`config.mk`:
```
export PLATFORM = sky130hd
export DESIGN_NAME = flash_cmd_fsm
export DESIGN_NICKNAME = d
export VERILOG_FILES = /design/src/rtl/flash_cmd_fsm.sv
export SDC_FILE = /design/constraint.sdc
export NUM_CORES = 1
export LEC_CHECK = 0
export BUFFER_PORTS_ARGS = -buffer_cell sky130_fd_sc_hd__buf_2
export CORE_MARGIN = 5
export CORE_UTILIZATION = 40
export CTS_CLUSTER_DIAMETER = 50
export CTS_CLUSTER_SIZE = 14
export DETAILED_ROUTE_END_ITERATION = 16
export PLACE_DENSITY = 0.67
export SLEW_MARGIN = 20
export SYNTH_ARGS = -nofsm -noshare
export SYNTH_HDL_FRONTEND = slang
export SYNTH_SLANG_ARGS = --single-unit
```
`constraint.sdc`:
```
create_clock -name clk -period 6.8 [get_ports clk]
set_clock_uncertainty 0.2 [all_clocks]
set_input_delay 0.34 -clock clk [delete_from_list [all_inputs] [get_ports clk]]
set_output_delay 0.34 -clock clk [all_outputs]
set_load 0.01 [all_outputs]
```
`src/rtl/flash_cmd_fsm.sv`:
```
module flash_cmd_fsm #(
  parameter int ADDR_W       = 17,
  parameter int MEM_WORDS    = 64,
  parameter int PROG_CYCLES  = 6,
  parameter int ERASE_CYCLES = 12
) (
  input  logic              clk,
  input  logic              rst_n,
  input  logic              wr_en,
  input  logic              rd_en,
  input  logic [ADDR_W-1:0] addr,
  input  logic [7:0]        wdata,
  output logic [7:0]        rd_data
);

  localparam int IDX_W   = $clog2(MEM_WORDS);
  localparam int LONGEST = (ERASE_CYCLES > PROG_CYCLES) ? ERASE_CYCLES : PROG_CYCLES;
  localparam int CNT_W   = $clog2(LONGEST + 1);

  typedef enum logic [3:0] {
    S_READ, S_UL1, S_UL2, S_PGM, S_ES1, S_ES2, S_ES3,
    S_BYP, S_BPGM, S_BRST, S_BUSY
  } st_t;

  st_t              state, nxt;
  logic [CNT_W-1:0] cnt;
  logic             op_erase, ret_byp, dq5, tgl;
  logic [IDX_W-1:0] tgt_addr;
  logic [7:0]       tgt_data;
  logic [7:0]       mem [MEM_WORDS];
  logic             unused_hi;

  wire [IDX_W-1:0] idx    = addr[IDX_W-1:0];
  wire             at_555 = addr[10:0] == 11'h555;
  wire             at_2aa = addr[10:0] == 11'h2AA;
  wire             is_busy = state == S_BUSY;
  wire             done    = is_busy && cnt == '0;
  wire             start_pgm = wr_en && (state == S_PGM || state == S_BPGM);
  wire             start_ers = wr_en && state == S_ES3 && at_555 && wdata == 8'h10;
  wire [7:0]       status  = {~tgt_data[7], tgl, dq5, 5'b0};

  assign unused_hi = ^addr[ADDR_W-1:11];

  always_comb begin
    nxt = state;
    if (wr_en) begin
      case (state)
        S_READ: nxt = (at_555 && wdata == 8'hAA) ? S_UL1 : S_READ;
        S_UL1:  nxt = (at_2aa && wdata == 8'h55) ? S_UL2 : S_READ;
        S_UL2: begin
          if (at_555 && wdata == 8'hA0)      nxt = S_PGM;
          else if (at_555 && wdata == 8'h20) nxt = S_BYP;
          else if (at_555 && wdata == 8'h80) nxt = S_ES1;
          else                               nxt = S_READ;
        end
        S_PGM:  nxt = S_BUSY;
        S_ES1:  nxt = (at_555 && wdata == 8'hAA) ? S_ES2 : S_READ;
        S_ES2:  nxt = (at_2aa && wdata == 8'h55) ? S_ES3 : S_READ;
        S_ES3:  nxt = (at_555 && wdata == 8'h10) ? S_BUSY : S_READ;
        S_BYP: begin
          if (wdata == 8'hA0)      nxt = S_BPGM;
          else if (wdata == 8'h90) nxt = S_BRST;
          else                     nxt = S_BYP;
        end
        S_BPGM: nxt = S_BUSY;
        S_BRST: nxt = (wdata == 8'h00) ? S_READ : S_BYP;
        default: nxt = state;
      endcase
    end
    if (done) nxt = ret_byp ? S_BYP : S_READ;
  end

  always_ff @(posedge clk or negedge rst_n) begin
    if (!rst_n) begin
      state    <= S_READ;
      cnt      <= '0;
      op_erase <= 1'b0;
      ret_byp  <= 1'b0;
      tgt_addr <= '0;
      tgt_data <= '0;
      dq5      <= 1'b0;
      tgl      <= 1'b0;
      rd_data  <= '0;
    end else begin
      state <= nxt;
      if (rd_en) begin
        if (is_busy) begin
          rd_data <= status;
          tgl     <= ~tgl;
        end else begin
          rd_data <= mem[idx];
        end
      end
      if (is_busy && cnt != '0) cnt <= cnt - 1'b1;
      if (start_pgm) begin
        cnt      <= CNT_W'(PROG_CYCLES - 1);
        op_erase <= 1'b0;
        ret_byp  <= state == S_BPGM;
        tgt_addr <= idx;
        tgt_data <= wdata;
        dq5      <= |(wdata & ~mem[idx]);
      end
      if (start_ers) begin
        cnt      <= CNT_W'(ERASE_CYCLES - 1);
        op_erase <= 1'b1;
        ret_byp  <= 1'b0;
        tgt_data <= 8'hFF;
        dq5      <= 1'b0;
      end
    end
  end

  always_ff @(posedge clk) begin
    if (start_ers) begin
      for (int i = 0; i < MEM_WORDS; i++) mem[i] <= 8'h00;
    end else if (done) begin
      if (op_erase) begin
        for (int i = 0; i < MEM_WORDS; i++) mem[i] <= 8'hFF;
      end else begin
        mem[tgt_addr] <= mem[tgt_addr] & tgt_data;
      end
    end
  end

  a_r4_busy_holds: assert property (@(posedge clk) disable iff (!rst_n)
    is_busy && cnt != '0 |=> is_busy);

  a_r3_dq6_toggles: assert property (@(posedge clk) disable iff (!rst_n)
    rd_en && is_busy && $past(rd_en && is_busy) |=> rd_data[6] != $past(rd_data[6]));

  a_r7_bypass_ignores: assert property (@(posedge clk) disable iff (!rst_n)
    state == S_BYP && wr_en && wdata != 8'hA0 && wdata != 8'h90 |=> state == S_BYP);

  a_r8_bypass_exit: assert property (@(posedge clk) disable iff (!rst_n)
    state == S_BRST && wr_en && wdata == 8'h00 |=> state == S_READ);

  a_r9_erase_fills: assert property (@(posedge clk) disable iff (!rst_n)
    done && op_erase |=> mem[0] == 8'hFF && mem[MEM_WORDS-1] == 8'hFF);

  a_r10_bad_unlock: assert property (@(posedge clk) disable iff (!rst_n)
    state == S_UL1 && wr_en && !(at_2aa && wdata == 8'h55) |=> state == S_READ);

endmodule

```
[Word level (Yosys, flattened, before mapping)]
Memory sizes are Yosys's and may differ from the RTL's.
Index checks and enable logic that the tools add are counted.
Storage, ports and cells
  bits in registers: 34
  RAM bits: 512
  output and inout port bits: 8
  logic and storage cells: 229
  memories kept: 1
Operators by class
  $add $sub $neg: 1
  equality and inequality tests: 19
  multiplexer cells: 104
  bitwise gates (word level): 69
  reductions and logical operators: 26
Memories
  mem: words 64, bits a word 8, rd ports 2, clocked after memory_dff 0, wr ports 64, line 30  | logic [7:0] mem [MEM_WORDS];
Operators by type and width (number)
  8-bit two-way mux: 68
  1-bit OR: 64
  4-bit one-hot mux with 9 select lines: 1
  8-bit == test, second input constant: 4
  4-bit two-way mux: 8
  3-bit two-way mux: 7
  1-bit two-way mux: 18
  8-bit bitwise AND: 2
  4-bit by 3-bit == test with 1-bit output, second input constant: 4
  8-bit OR reduction: 2
  4-bit == test, second input constant: 3
  1-bit logical AND: 12
  11-bit by 10-bit == test with 1-bit output, second input constant: 1
  11-bit == test, second input constant: 1
  10-bit nonzero test: 1
  4-bit by 2-bit == test with 1-bit output, second input constant: 2
  8-bit by 5-bit == test with 1-bit output, second input constant: 1
  8-bit by 6-bit == test with 1-bit output, second input constant: 1
  8-bit by 7-bit == test with 1-bit output, second input constant: 1
  4-bit logical NOT: 2
  8-bit logical NOT: 1
  8-bit inverter: 1
  6-bit two-way mux: 1
  4-bit by 1-bit == test with 1-bit output, second input constant: 1
  other kinds (9): 12

[Logic depth before layout (Yosys ltp)]
Gate-level depths: netlist (run 1).
  word-level depth: 8
  depth in mapped cells: 13

[Worst setup path after synthesis (run 1)]
No wires, ideal clock.
  path type: register to register
  start: register tgt_addr[1]
  end: memory mem[0][7], data pin
  library setup time: 0.269 ns
  arrival time: 2.410 ns
  setup slack: 3.920 ns
  stages on the path, launching flop included: 13
  clock period less this slack: 2.880 ns
  cell sequence: dfrtp_1 -> buf_6 -> and3_1 -> buf_2 -> buf_6 -> buf_6 -> a22o_1 -> a221oi_2 -> nand3_1 -> a22o_1 -> o31ai_4 -> buf_6 -> o21ai_1
RTL lines
  from (decl): line 28  | logic [IDX_W-1:0] tgt_addr;
  from (signal assigned): line 99  | tgt_addr <= idx;
  to (decl): line 30

==> flow_metrics.py, run 1 <==
metrics = {
    "timing": {
        "drv_slew": 0,
        "timing.fmax_mhz": 220,
        "tightest_slew_ns": 1.07,
        "setup_viol": 0,
        "period_needed_ns": 4.54,
        "relSlewSlack": 0.285,
        "min_period_over_period": 0.668,
        "finalWorstSetupSlack_ns": 2.26,
        "tns_ns": 0,
        "final-hold-violation-count": 0,
        "rsz0062_at_grt": "no",
    },
    "floorplanning": {
        "start_util": 0.401,
        "core_um2": 71100,
        "die_w_um": 277,
        "fp-row-count": 98,
        "die_h_um": 277,
        "fp.dieArea_um2": 76800,
        "ioPinCount": 37,
    },
    "power": {
        "worst_ir_drop_vdd_v": 0.000216,
        "power_mw": 10.3,
        "power_density_nw_per_um2": 332,
        "leakage_nw": 8.78,
    },
    "clock_tree": {
        "post_cts_buffers": 0,
        "h-tree-depth": 2,
        "path_clk_slew_ns": 0.06,
        "clockBufferDepth": 3,
        "cts_made_buffers": 51,
        "cts.root.buffer_cell": "clkbuf_16",
        "cts.sinks": 546,
        "cts_tree": "built",
        "clk_latency_ns": 0.61,
    },
    "yosys": {
        "syn_area_per_cell_um2": 12.0,
        "syn_area_um2": 28500,
        "yosysUniqueCellTypes": 73,
        "synth_area_leaders": "edfxtp_1 (54%), mux4_2 (6.9%), o21ai_0 (6.5%)",
        "synth_area_leader_cell": "edfxtp_1",
        "synth-main-ff-cell": "edfxtp_1",
        "synth_edf_count": 512,
        "synth_fp_nets": 2412,
        "ys_warn_count": 0,
        "synth_top_cell_area_share": 0.539,
        "ys_seq_elements": 546,
        "postSynth.asyncResetShare": 0.0623,
        "synthCells": 2381,
        "seq_area_frac_synth": 0.568,
    },
    "finish": {
        "final_cell_area_um2": 31200,
        "synthToLayoutAreaGrowth_pct": 9.17,
        "most-common-layout-cells": "edfxtp_1 (512), o21ai_0 (372), nand2_1 (239)",
        "layout-drive-gt1-share": 0.131,
        "nets": 2327,
        "layout_commonest_cell": "edfxtp_1",
        "antenna_cells": 0,
    },
    "global_routing": {
        "first_global_vias": 21800,
        "grt_start_max_net_pins": 145,
        "grt_use_total": 0.248,
        "grt_pass1_wl_um": 145000,
        "grt-ovfl-total": 0,
        "antenna_found_initial": 3,
    },
    "detailed_routing": {
        "dr_total_vias": 22800,
        "remaining_drc_errors": 0,
        "drt_iter0_drc": 4139,
        "wirelength_um": 99800,
        "wl_per_cell_um": 30.4,
        "drt_first_pass_iters": 8,
        "viasPerCell": 6.95,
        "final_antenna_net_count": 0,
    },
    "run": {
        "maxCapViolCount": 0,
    },
    "critical_path": {
        "cp-startpoint": "state[3]$_DFFE_PN0P_",
        "crit_path_start_kind": "register",
        "reg2reg_depth": 8,
        "r2r_setup_slack_ns": 2.26,
        "critPathKind": "reg2reg",
        "arrival_ns": 4.57,
        "cp-end-kind": "register",
        "endpoint": "mem[26][5]$_DFFE_PP_",
        "timing.rr.end": "mem[26][5]$_DFFE_PP_",
        "cp_max_fo": 10,
        "r2r-start": "state[3]$_DFFE_PN0P_",
        "critPathRequiredTime_ns": 6.83,
    },
    "worst_hold_path": {
        "hp-class": "in2reg",
    },
    "place": {
        "port_buffers": 30,
        "place_ws_ns": 2.19,
        "place_area_um2": 29300,
        "place_congestion": 0.961,
        "dp.final_hpwl_um": 63000,
    },
    "status": {
        "run_status": "complete, no violations",
    },
}
critical path, stage by stage, from the launching register on:
cell and delay, ns:
dfrtp_1 0.46, nor2b_1 0.33, nor2b_1 0.61, and3_1 0.57, nand2b_1 0.41, nor2_2 0.26
buf_4 0.39, nand2_1 0.38, nand2_1 0.54
worst min-delay path by stage:
| stage | from | end | slack [ns] | depth (start not counted) |
|---|---|---|---|---|
| 2_1_floorplan | rst_n | cnt[0]$_DFFE_PN0P_ | -0.16 | 0 |
| 3_3_place_gp | rst_n | state[2]$_DFFE_PN0P_ | 0.26 | 1 |
| 3_5_place_dp | rst_n | state[1]$_DFFE_PN0P_ | 0.27 | 1 |
| 4_1_cts | addr[10] | state[1]$_DFFE_PN0P_ | 0.02 | 5 |
| 5_1_grt | wdata[4] | tgt_data[4]$_DFFE_PN0P_ | 0.08 | 3 |
| 6_report | addr[10] | state[1]$_DFFE_PN0P_ | 0.04 | 5 |
synth_stat cells (41+ instances only):
cell / count
a221oi_1: 41
a22o_1: 43
a22oi_1: 219
a31oi_1: 58
buf_2: 58
clkbuf_1: 124
edfxtp_1: 512
mux2i_1: 87
mux4_2: 87
nand2_1: 242
nand4_1: 41
o21ai_0: 372
o21ai_1: 129
registers in the layout, indices dropped and copies added, names as in the netlist:
signal	flops
rd_data	8
cnt	4
op_erase	1
dq5	1
ret_byp	1
tgt_data	8
tgl	1
tgt_addr	6
mem	512
state	4
repair_timing:
item | in CTS | in global routing
setup endpoints to repair | 0 | 0
gates resized for setup | 0 | 0
hold buffers | 12 | 0
endpoints found under the hold margin | 56 | 0
power breakdown:
group	leakage [nW]	switching, mW	total, mW	internal, mW
sequential	3.63	0.150	3.84	3.69
clock	0.821	1.30	2.97	1.67
combinational	4.33	2.52	3.52	1.01
per-layer routing:
metal | track usage | vias to the layer above | part of all wire
met1 | 0.320 | 11100 | 0.34
met3 | 0.0647 | 389 | 0.14
met5 | 0 | - | 0.00041
li1 | - | 9337 | -
met2 | 0.387 | 1973 | 0.45
met4 | 0.125 | 6 | 0.062
area by class of cell:
cell class                 instances  area (µm²)
inverter                          18        67.6
fill                            6466       40000
tap                              950        1190
timing repair buffer              95         779
clock buffer                      68        1430
sequential                       546       16200
multi-input combinational       1584       11200
clock inverter                    18         238
metrics by stage:
step | instances | util | hold WS (ns)
after floorplan | 2381 | - | -0.156
after global placement | 3180 | 0.413 | 0.255
after detailed placement | 3180 | 0.413 | 0.267
after CTS | 3278 | 0.438 | 0.0173
after global routing | 3279 | 0.438 | 0.0795
final | 3279 | 0.438 | 0.0399
cells by family (layout without fill, tap and decap cells):
kind of cell | count (synthesis) | after routing | synth area share
compound gates | 963 | 963 | 0.213
xor+xnor | 4 | 4 | 0.00123
fa+ha+maj | 2 | 2 | 0.000877
buf+inv | 251 | 199 | 0.0435
flops | 546 | 546 | 0.568
mux | 181 | 181 | 0.102
simple gates | 434 | 434 | 0.0711
Note: power is estimated with default switching activity, not from simulation.
==> inputs of run 2 (changes only) <==
clock period = 4.7 ns   (was 6.8 ns; I/O delays follow)
==> run 2 against run 1 <==
Net effect: critical path depth up 1; register-to-register slack worse by 1.7 ns; die area unchanged; worst hold slack worse by 0.0057 ns; sequential share of layout area fell by 0.49 points; via count grew 2.1%; flip-flop and latch count stayed put; first-iteration DRC count shrank 10%.
==> flow_metrics.py, run 2 (synthesis results as in run 1) <==
metrics = {
    "critical_path": {
        "reg2reg_depth": 9,
        "arrival_ns": 4.27,
        "r2r-start": "tgt_addr[2]$_DFFE_PN0P_",
        "critPathRequiredTime_ns": 4.83,
        "r2r_setup_slack_ns": 0.56,
        "cp_max_fo": 28,
        "crit_path_start_kind": "register",
        "critPathKind": "reg2reg",
        "timing.rr.end": "mem[31][2]$_DFFE_PP_",
        "cp-end-kind": "register",
    },
    "floorplanning": {
        "die_h_um": 277,
        "fp.dieArea_um2": 76800,
        "ioPinCount": 37,
        "fp-row-count": 98,
        "core_um2": 71100,
        "start_util": 0.401,
        "die_w_um": 277,
    },
    "run": {
        "maxCapViolCount": 0,
    },
    "timing": {
        "final-hold-violation-count": 0,
        "drv_slew": 0,
        "period_needed_ns": 4.14,
        "tightest_slew_ns": 1.13,
        "relSlewSlack": 0.247,
        "tns_ns": 0,
        "setup_viol": 0,
        "rsz0062_at_grt": "no",
        "timing.fmax_mhz": 241,
        "min_period_over_period": 0.881,
        "hold-worst-slack_ns": 0.0341,
    },
    "finish": {
        "largest_reg_flops": 512,
        "nets": 2373,
        "final_cell_area_um2": 31500,
        "layout-drive-gt1-share": 0.144,
        "most-common-layout-cells": "edfxtp_1 (512), o21ai_0 (372), nand2_1 (239)",
        "synthToLayoutAreaGrowth_pct": 10.2,
        "top_regs": "mem x512, rd_data x8, tgt_data x8",
        "layout_commonest_cell": "edfxtp_1",
        "top_register": "mem",
        "fin_util": 0.442,
    },
    "detailed_routing": {
        "remaining_drc_errors": 0,
        "wirelength_um": 101000,
        "dr_total_vias": 23300,
        "viasPerCell": 6.99,
        "wl_per_cell_um": 30.2,
        "final_antenna_net_count": 0,
        "drt_first_pass_iters": 7,
        "drt_iter0_drc": 3707,
    },
    "global_routing": {
        "grt_use_total": 0.250,
        "grt_start_max_net_pins": 85,
        "grt_pass1_wl_um": 148000,
        "first_global_vias": 22200,
        "grt-ovfl-total": 0,
        "antenna_found_initial": 3,
    },
    "clock_tree": {
        "path_clk_slew_ns": 0.07,
        "clockBufferDepth": 3,
        "h-tree-depth": 2,
        "clk_latency_ns": 0.61,
        "cts_made_buffers": 51,
        "cts_resized": 0,
        "cts.root.buffer_cell": "clkbuf_16",
        "post_cts_buffers": 0,
        "hold_buffers": 16,
        "cts_tree": "built",
        "cts.sinks": 546,
    },
    "power": {
        "worst_ir_drop_vdd_v": 0.000405,
        "power_density_nw_per_um2": 474,
        "leakage_nw": 8.99,
        "power_mw": 14.9,
    },
    "place": {
        "place_area_um2": 29700,
        "port_buffers": 30,
        "place_congestion": 1.01,
        "dp.final_hpwl_um": 67500,
    },
    "status": {
        "run_status": "complete, no violations",
    },
    "worst_hold_path": {
        "min_to": "tgt_addr[0]$_DFFE_PN0P_",
        "hold_depth": 3,
        "hp-class": "in2reg",
        "min-delay-start": "addr[0]",
    },
}
[run 2: cell types whose count changed in the layout (fill, tap and decap cells not counted), sizes merged]
cell | previous run | this run
buf | 83 | 125
bufinv | 5 | 1
clkbuf | 68 | 71
clkinv | 8 | 11
clkinvlp | 0 | 2
diode | 0 | 1
dlygate4sd3 | 12 | 16
inv | 23 | 21
[run 2: through the flow]
step	cells	setup WS, ns
2_1_floorplan	2381	1.82
3_3_place_gp	3223	0.800
3_5_place_dp	3223	0.718
4_1_cts	3327	0.710
5_1_grt	3327	0.503
6_report	3328	0.558
[run 2: how the worst max path moves through the flow]
| stage | startpoint | end |
|---|---|---|
| final | tgt_addr[2]$_DFFE_PN0P_ | mem[31][2]$_DFFE_PP_ |
| after global routing | tgt_addr[2]$_DFFE_PN0P_ | mem[6][5]$_DFFE_PP_ |
| after CTS | tgt_addr[2]$_DFFE_PN0P_ | mem[31][5]$_DFFE_PP_ |
| after floorplan | tgt_addr[1]$_DFFE_PN0P_ | mem[0][7]$_DFFE_PP_ |
| after detailed placement | tgt_addr[2]$_DFFE_PN0P_ | mem[31][5]$_DFFE_PP_ |
| after global placement | tgt_addr[2]$_DFFE_PN0P_ | mem[16][5]$_DFFE_PP_ |
[run 2: routing by layer]
layer | share of wire | vias to the layer above | global-route usage | routed length, µm
met5 | 0 | - | 0 | 0
met4 | 0.059 | 0 | 0.118 | 5970
met3 | 0.15 | 415 | 0.0687 | 14900
met2 | 0.43 | 2071 | 0.376 | 43700
met1 | 0.36 | 11400 | 0.339 | 36100
li1 | - | 9426 | - | -
[run 2: power by group]
| part | switching (mW) | internal, mW | leakage [nW] |
|---|---|---|---|
| registers | 0.209 | 5.34 | 3.63 |
| clock network | 1.89 | 2.17 | 0.762 |
| logic | 3.67 | 1.62 | 4.60 |
| total | 5.77 | 9.13 | 8.99 |
[run 2: critical path, cell delays in order, from the launching register on]
cell and delay [ns]:
dfrtp_1 0.56, and3_2 0.66, buf_4 0.42, a22oi_1 0.23, nand4_1 0.18, a22oi_1 0.40, nand2_1 0.22, o31ai_4 0.35
buf_4 0.41, o21ai_0 0.17
[run 2: cell type report]
class                   count  area, µm²
diodes                      1       2.50
clock buffers              71       1420
clock inverters            17        155
fillers                  6453      39700
inverters                  18       67.6
multi-input cells        1584      11200
flip-flops and latches    546      16200
well taps                 950       1190
repair buffers            141       1210
